[src/rtl/i2c_ap_pkg.sv]
package i2c_ap_pkg;

    typedef enum logic [3:0] {
        ST_IDLE,
        ST_START,
        ST_SCLDN,
        ST_BLO,
        ST_BHI,
        ST_ALO,
        ST_AHI,
        ST_PLO,
        ST_PHI,
        ST_HAND
    } ap_state_t;

    typedef enum logic [1:0] {
        MODE_IDLE = 2'd0,
        MODE_MTX  = 2'd1,
        MODE_MRX  = 2'd2
    } ap_mode_t;

    typedef struct packed {
        logic scl_low;
        logic sda_low;
    } line_drive_t;

    function automatic line_drive_t drive_for(ap_state_t st, logic cur_bit);
        line_drive_t d;
        d.scl_low = 1'b0;
        d.sda_low = 1'b0;
        case (st)
            ST_START: d.sda_low = 1'b1;
            ST_SCLDN: begin d.scl_low = 1'b1; d.sda_low = 1'b1; end
            ST_BLO:   begin d.scl_low = 1'b1; d.sda_low = ~cur_bit; end
            ST_BHI:   d.sda_low = ~cur_bit;
            ST_ALO:   d.scl_low = 1'b1;
            ST_PLO:   begin d.scl_low = 1'b1; d.sda_low = 1'b1; end
            ST_PHI:   d.sda_low = 1'b1;
            ST_HAND:  d.scl_low = 1'b1;
            default:  ;
        endcase
        return d;
    endfunction

    function automatic logic is_active(ap_state_t st);
        return (st != ST_IDLE) && (st != ST_HAND);
    endfunction

endpackage

[src/rtl/i2c_ap_tick.sv]
module i2c_ap_tick #(
    parameter int DIV_W = 8
) (
    input  logic             clk,
    input  logic             rst,
    input  logic             run,
    input  logic [DIV_W-1:0] period,
    output logic             tick
);
    logic [DIV_W-1:0] cnt_q;
    logic             at_end;

    assign at_end = (cnt_q == period - DIV_W'(1));
    assign tick   = run && at_end;

    always_ff @(posedge clk) begin
        if (rst || !run || at_end)
            cnt_q <= '0;
        else
            cnt_q <= cnt_q + DIV_W'(1);
    end
endmodule

[src/rtl/i2c_ap_shift.sv]
module i2c_ap_shift #(
    parameter int BYTE_W = 8
) (
    input  logic              clk,
    input  logic              rst,
    input  logic              load,
    input  logic [BYTE_W-1:0] load_val,
    input  logic              shift,
    output logic              msb
);
    logic [BYTE_W-1:0] sr_q;

    assign msb = sr_q[BYTE_W-1];

    always_ff @(posedge clk) begin
        if (rst)
            sr_q <= '1;
        else if (load)
            sr_q <= load_val;
        else if (shift)
            sr_q <= {sr_q[BYTE_W-2:0], 1'b1};
    end
endmodule

[src/rtl/i2c_ap_errflag.sv]
module i2c_ap_errflag (
    input  logic clk,
    input  logic rst,
    input  logic set,
    input  logic clr,
    output logic flag
);
    always_ff @(posedge clk) begin
        if (rst)
            flag <= 1'b0;
        else if (set)
            flag <= 1'b1;
        else if (clr)
            flag <= 1'b0;
    end
endmodule

[src/rtl/i2c_addr_phase.sv]
module i2c_addr_phase
    import i2c_ap_pkg::*;
#(
    parameter int DIV_W    = 8,
    parameter int DEF_HALF = 4
) (
    input  logic             clk,
    input  logic             rst,
    input  logic             start_req,
    input  logic [7:0]       tgt_byte,
    input  logic [DIV_W-1:0] half_div,
    input  logic             err_clr,
    input  logic             sda_in,
    output logic             scl_pull,
    output logic             sda_pull,
    output logic [1:0]       mode,
    output logic             busy,
    output logic             done,
    output logic             abort,
    output logic             bus_err
);
    localparam int BYTE_W = 8;
    localparam int BIT_W  = $clog2(BYTE_W);
    localparam logic [BIT_W-1:0] LAST_BIT = BIT_W'(BYTE_W - 1);
    localparam logic [DIV_W-1:0] DEF_DIV  = DIV_W'(DEF_HALF);

    ap_state_t        st_q, st_d;
    ap_mode_t         mode_q;
    logic [BIT_W-1:0] bidx_q;
    logic [DIV_W-1:0] half_q;
    logic             dir_q;
    logic             tick, cur_bit, accept, nack_set;
    logic             done_q, abort_q;
    line_drive_t      drv;

    assign accept   = (st_q == ST_IDLE) && start_req;
    assign nack_set = (st_q == ST_AHI) && tick && sda_in;

    i2c_ap_tick #(.DIV_W(DIV_W)) u_tick (
        .clk    (clk),
        .rst    (rst),
        .run    (is_active(st_q)),
        .period (half_q),
        .tick   (tick)
    );

    i2c_ap_shift #(.BYTE_W(BYTE_W)) u_shift (
        .clk      (clk),
        .rst      (rst),
        .load     (accept),
        .load_val (tgt_byte),
        .shift    ((st_q == ST_BHI) && tick),
        .msb      (cur_bit)
    );

    i2c_ap_errflag u_err (
        .clk  (clk),
        .rst  (rst),
        .set  (nack_set),
        .clr  (err_clr),
        .flag (bus_err)
    );

    always_comb begin
        st_d = st_q;
        case (st_q)
            ST_IDLE:  if (start_req) st_d = ST_START;
            ST_START: if (tick) st_d = ST_SCLDN;
            ST_SCLDN: if (tick) st_d = ST_BLO;
            ST_BLO:   if (tick) st_d = ST_BHI;
            ST_BHI:   if (tick) st_d = (bidx_q == LAST_BIT) ? ST_ALO : ST_BLO;
            ST_ALO:   if (tick) st_d = ST_AHI;
            ST_AHI:   if (tick) st_d = sda_in ? ST_PLO : ST_HAND;
            ST_PLO:   if (tick) st_d = ST_PHI;
            ST_PHI:   if (tick) st_d = ST_IDLE;
            default:  st_d = st_q;
        endcase
    end

    always_ff @(posedge clk) begin
        if (rst) begin
            st_q    <= ST_IDLE;
            mode_q  <= MODE_IDLE;
            bidx_q  <= '0;
            half_q  <= DEF_DIV;
            dir_q   <= 1'b0;
            done_q  <= 1'b0;
            abort_q <= 1'b0;
        end else begin
            st_q    <= st_d;
            done_q  <= (st_q == ST_AHI) && tick && !sda_in;
            abort_q <= (st_q == ST_PHI) && tick;
            if (accept) begin
                half_q <= (half_div == '0) ? DEF_DIV : half_div;
                dir_q  <= tgt_byte[0];
                bidx_q <= '0;
            end
            if ((st_q == ST_BHI) && tick)
                bidx_q <= bidx_q + BIT_W'(1);
            if ((st_q == ST_AHI) && tick && !sda_in)
                mode_q <= dir_q ? MODE_MRX : MODE_MTX;
        end
    end

    assign drv      = drive_for(st_q, cur_bit);
    assign scl_pull = drv.scl_low;
    assign sda_pull = drv.sda_low;
    assign mode     = mode_q;
    assign busy     = is_active(st_q);
    assign done     = done_q;
    assign abort    = abort_q;
endmodule

[config.mk]
export PLATFORM = sky130hd
export DESIGN_NAME = i2c_addr_phase
export DESIGN_NICKNAME = d
export VERILOG_FILES = /design/src/rtl/i2c_ap_pkg.sv /design/src/rtl/i2c_ap_tick.sv /design/src/rtl/i2c_ap_shift.sv /design/src/rtl/i2c_ap_errflag.sv /design/src/rtl/i2c_addr_phase.sv
export SDC_FILE = /design/constraint.sdc
export NUM_CORES = 1
export LEC_CHECK = 0
export ABC_AREA = 1
export BUFFER_PORTS_ARGS = -buffer_cell sky130_fd_sc_hd__clkbuf_2
export CAP_MARGIN = 0
export CORE_UTILIZATION = 31
export DETAILED_ROUTE_END_ITERATION = 10
export GPL_TIMING_DRIVEN = 0
export HOLD_SLACK_MARGIN = 0.15
export RECOVER_POWER = 50
export SKIP_CTS_REPAIR_TIMING = 1
export SLEW_MARGIN = 20
export SYNTH_ARGS = -nofsm -noshare
export SYNTH_HDL_FRONTEND = slang
export SYNTH_SLANG_ARGS = --single-unit
export TNS_END_PERCENT = 50
[constraint.sdc]
create_clock -name clk -period 2.3 [get_ports clk]
set_input_delay 0.345 -clock clk [delete_from_list [all_inputs] [get_ports clk]]
set_output_delay 0.345 -clock clk [all_outputs]
set_load 0.005 [all_outputs]
==> flow_metrics.py <==
metrics = {
    "grt": {
        "grt_max_degree": 12,
        "grtUsageTotal_pct": 13.7,
        "grt_antenna_before_repair": 0,
        "grt_pass1_vias": 1748,
        "top_usage_layer": "met2",
        "grt_pass1_wl_um": 7700,
        "grtUsageMet2_pct": 21.7,
        "grt_overflow": 0,
        "use_met3_pct": 3.28,
        "globalRouteMet1Util_pct": 17.6,
    },
    "die": {
        "dieWidth_um": 83.4,
        "core_area_mm2": 0.00639,
        "start_util_pct": 32.2,
        "row_count": 29,
        "die_h_um": 83.4,
        "fp.dieArea_mm2": 0.00696,
        "ios": 29,
    },
    "critical_path": {
        "critical_path.most_common_cell": "nor2_1",
        "worstPathMaxFanout": 8,
        "worstSetupEndpointType": "flip-flop",
        "cp_slowest_cell": "o21ai_1",
        "crit_arrival_ps": 2260,
        "worstPathCellList": "inv_2, ha_1, xnor2_1, nor2_1, nand2_1, nor2_1, nand3_4, o21ai_1, nor3b_1",
        "cp.required_ps": 2460,
        "worstSetupStartpointType": "flip-flop",
        "worst-setup-path-type": "reg2reg",
        "slowest_delay_ps": 500,
    },
    "clock_tree": {
        "clkTransAtPathRegs_ps": 70,
        "insertion_delay_ps": 290,
        "cts_sinks": 37,
        "cts_tree": "built",
        "clockBufferDepth": 2,
        "cts_root_buffer": "clkbuf_8",
        "cts_buffers": 5,
        "cts_max_level": 2,
    },
    "synthesis": {
        "synth-xor-area-share_pct": 2.50,
        "ys_ff_latch": 37,
        "synth_edf_count": 0,
        "synth_flop_cell": "dfxtp_1",
        "synth-compound-area-share_pct": 9.98,
        "synthCells": 295,
        "ys_warn_count": 0,
        "synth_top_area_share_pct": 36.0,
        "syn_nets": 320,
        "syn_area_mm2": 0.00206,
        "synth.distinct_cells": 34,
        "synth.most_common_cell": "nand2_1",
        "seq_area_frac_synth_pct": 36.0,
        "yosys.area_share.adder_pct": 2.43,
        "async_flop_share_pct": 0,
        "synth_top_family_by_area": "simple AND/OR/NAND/NOR gates",
        "synth_simple_gate_area_share_pct": 41.1,
        "yosys.area.top_type": "dfxtp_1",
        "yosys-top-cells-count": "82 x nand2_1, 37 x dfxtp_1, 34 x nor2_1, 30 x inv_1, 22 x nand3_1",
        "syn_area_per_cell_um2": 6.97,
        "synthMuxAreaShare_pct": 0,
        "synthTopCellsByArea": "dfxtp_1 36%, nand2_1 15%, nor2_1 6.2%",
    },
    "final_layout": {
        "layout-drive-gt1-share_pct": 18.4,
        "final_cells": 408,
        "fill_cells": 697,
        "area_growth_pct": 14.9,
        "multi_input_area_mm2": 0.00114,
        "register_area_um2": 741,
        "num_antenna_cells": 0,
        "nets": 355,
    },
    "sta": {
        "fin_tns_setup_ps": 0,
        "rsz0062_at_grt": "false",
        "fmax_ghz": 0.477,
        "min_period_ps": 2100,
        "tightestPinTransition_ps": 600,
        "hold_viol_final": 0,
        "fin_crit_sh_pct": 91.2,
        "slew_headroom_pct": 59.7,
        "fin_hold_ws_ps": 244,
        "fin_skew_ps": 3.07,
        "setup_violations": 0,
        "drv_slew": 0,
    },
    "flow_run": {
        "cap_viol_max_count": 0,
    },
    "pwr": {
        "p_total_mw": 2.74,
        "p_leak_nw": 1.11,
        "switching_share_pct": 45.6,
        "p_seq_share_pct": 34.3,
        "p_int_mw": 1.49,
        "clkPwrFrac_pct": 16.3,
        "ir_worst_vdd_v": 0.000549,
        "power_frac_comb_pct": 49.4,
        "p_switching_mw": 1.25,
        "powerDensity_mw_per_mm2": 1160,
    },
    "worst_hold_path": {
        "hold_path_class": "in2reg",
    },
    "placement": {
        "io_buffers": 28,
        "dp_hpwl_um": 3480,
        "gp_congestion": 0.783,
        "dp.cells": 400,
    },
    "drt": {
        "firstDrtPassIters": 4,
        "drtIter0Drc": 53,
        "wl_um": 4550,
        "via_per_inst": 4.67,
        "wl_per_cell_um": 11.2,
        "drc": 0,
        "via_count": 1905,
        "ant_nets": 0,
    },
    "run_status": {
        "outcome": "finished clean",
    },
}
registers in the layout, indices dropped and copies added, names as in the netlist:
register,cells
mode,2
u_tick.cnt_q,8
u_err.flag,1
done,1
half_q,8
dir_q,1
abort,1
st_q,4
bidx_q,3
u_shift.sr_q,8
path summary, 6_finish.rpt:
kind	from	endpoint	slack [ps]	depth (start not counted)
max reg2reg	half_q[0]	u_tick.cnt_q[3]	200	9
max	half_q[0]	u_tick.cnt_q[3]	200	9
min reg2reg	mode[0]	mode[0]	450	2
min	sda_in	done	240	2
layout by cell type (no fill, tap or decap):
cell      count
o221ai_1      1
xnor2_1       2
clkinv_1      1
nor2_1       35
nand2_2       4
dfxtp_1      37
inv_2         4
nand4_1       3
a211oi_1      1
o211ai_1      1
nor4_1        1
o21ai_1       2
nor2_2        3
nor2_8        1
nand3_1      23
o31ai_1       1
clkbuf_1      8
nand3_4       3
o21ai_0       7
ha_1          4
inv_1        30
nand3b_2      1
xnor2_2       1
o32ai_1       1
nor3b_1       2
a21oi_1      19
buf_6         1
clkbuf_2     25
clkbuf_8      5
xor2_1        2
clkinv_2      2
nand3_2       8
buf_2         1
nand2_1      83
o211ai_2      2
nor3_1        6
cell families (layout without fill, tap and decap cells):
kind of cell / after synthesis / count (layout)
AOI/OAI and AO/OA: 35 / 35
xor gates and xnor gates: 5 / 5
adders and majority gates: 4 / 4
buffers and inverters: 41 / 77
DFF: 37 / 37
and+or+nand+nor: 173 / 173
per-layer routing:
| layer | share of wire [%] | vias up |
|---|---|---|
| li1 | - | 1023 |
| met1 | 50 | 846 |
| met2 | 44 | 31 |
| met3 | 4.1 | 5 |
| met4 | 1.5 | 0 |
| met5 | 0 | - |
power groups by stage:
stage               sequential, mW  combinational, mW  clock, mW
detailed placement           0.956               1.38          0
finish                       0.940               1.35      0.448
CTS                          0.942               1.38      0.472
global route                 0.964               1.55      0.496
global placement             0.952               1.36          0
floorplan                    0.918               1.10          0
cell type report:
class	count	area share, %
multi-input cells	217	48.4
flip-flops and latches	37	31.4
repair buffers	28	5.78
inverters	35	5.56
well taps	77	4.08
clock buffers	6	3.07
plain buffers	6	1.32
clock inverters	2	0.424
critical path: cells and delay by family (launching register included):
kind                       cells  cell delay (ps)
buffers and inverters          1               70
adders and majority gates      1              310
xor gates and xnor gates       1              120
AOI/OAI and AO/OA              1              500
DFF                            1              350
and+or+nand+nor                5              610
metrics by stage:
step / utilization (%) / area [µm²] / setup WS (ps)
2_1_floorplan: - / 2060 / 480
3_3_place_gp: 35.9 / 2290 / 272
3_5_place_dp: 35.9 / 2290 / 257
4_1_cts: 37.2 / 2370 / 217
5_1_grt: 37.0 / 2360 / 42.8
6_report: 37.0 / 2360 / 202
(Power assumes the default switching activity.)
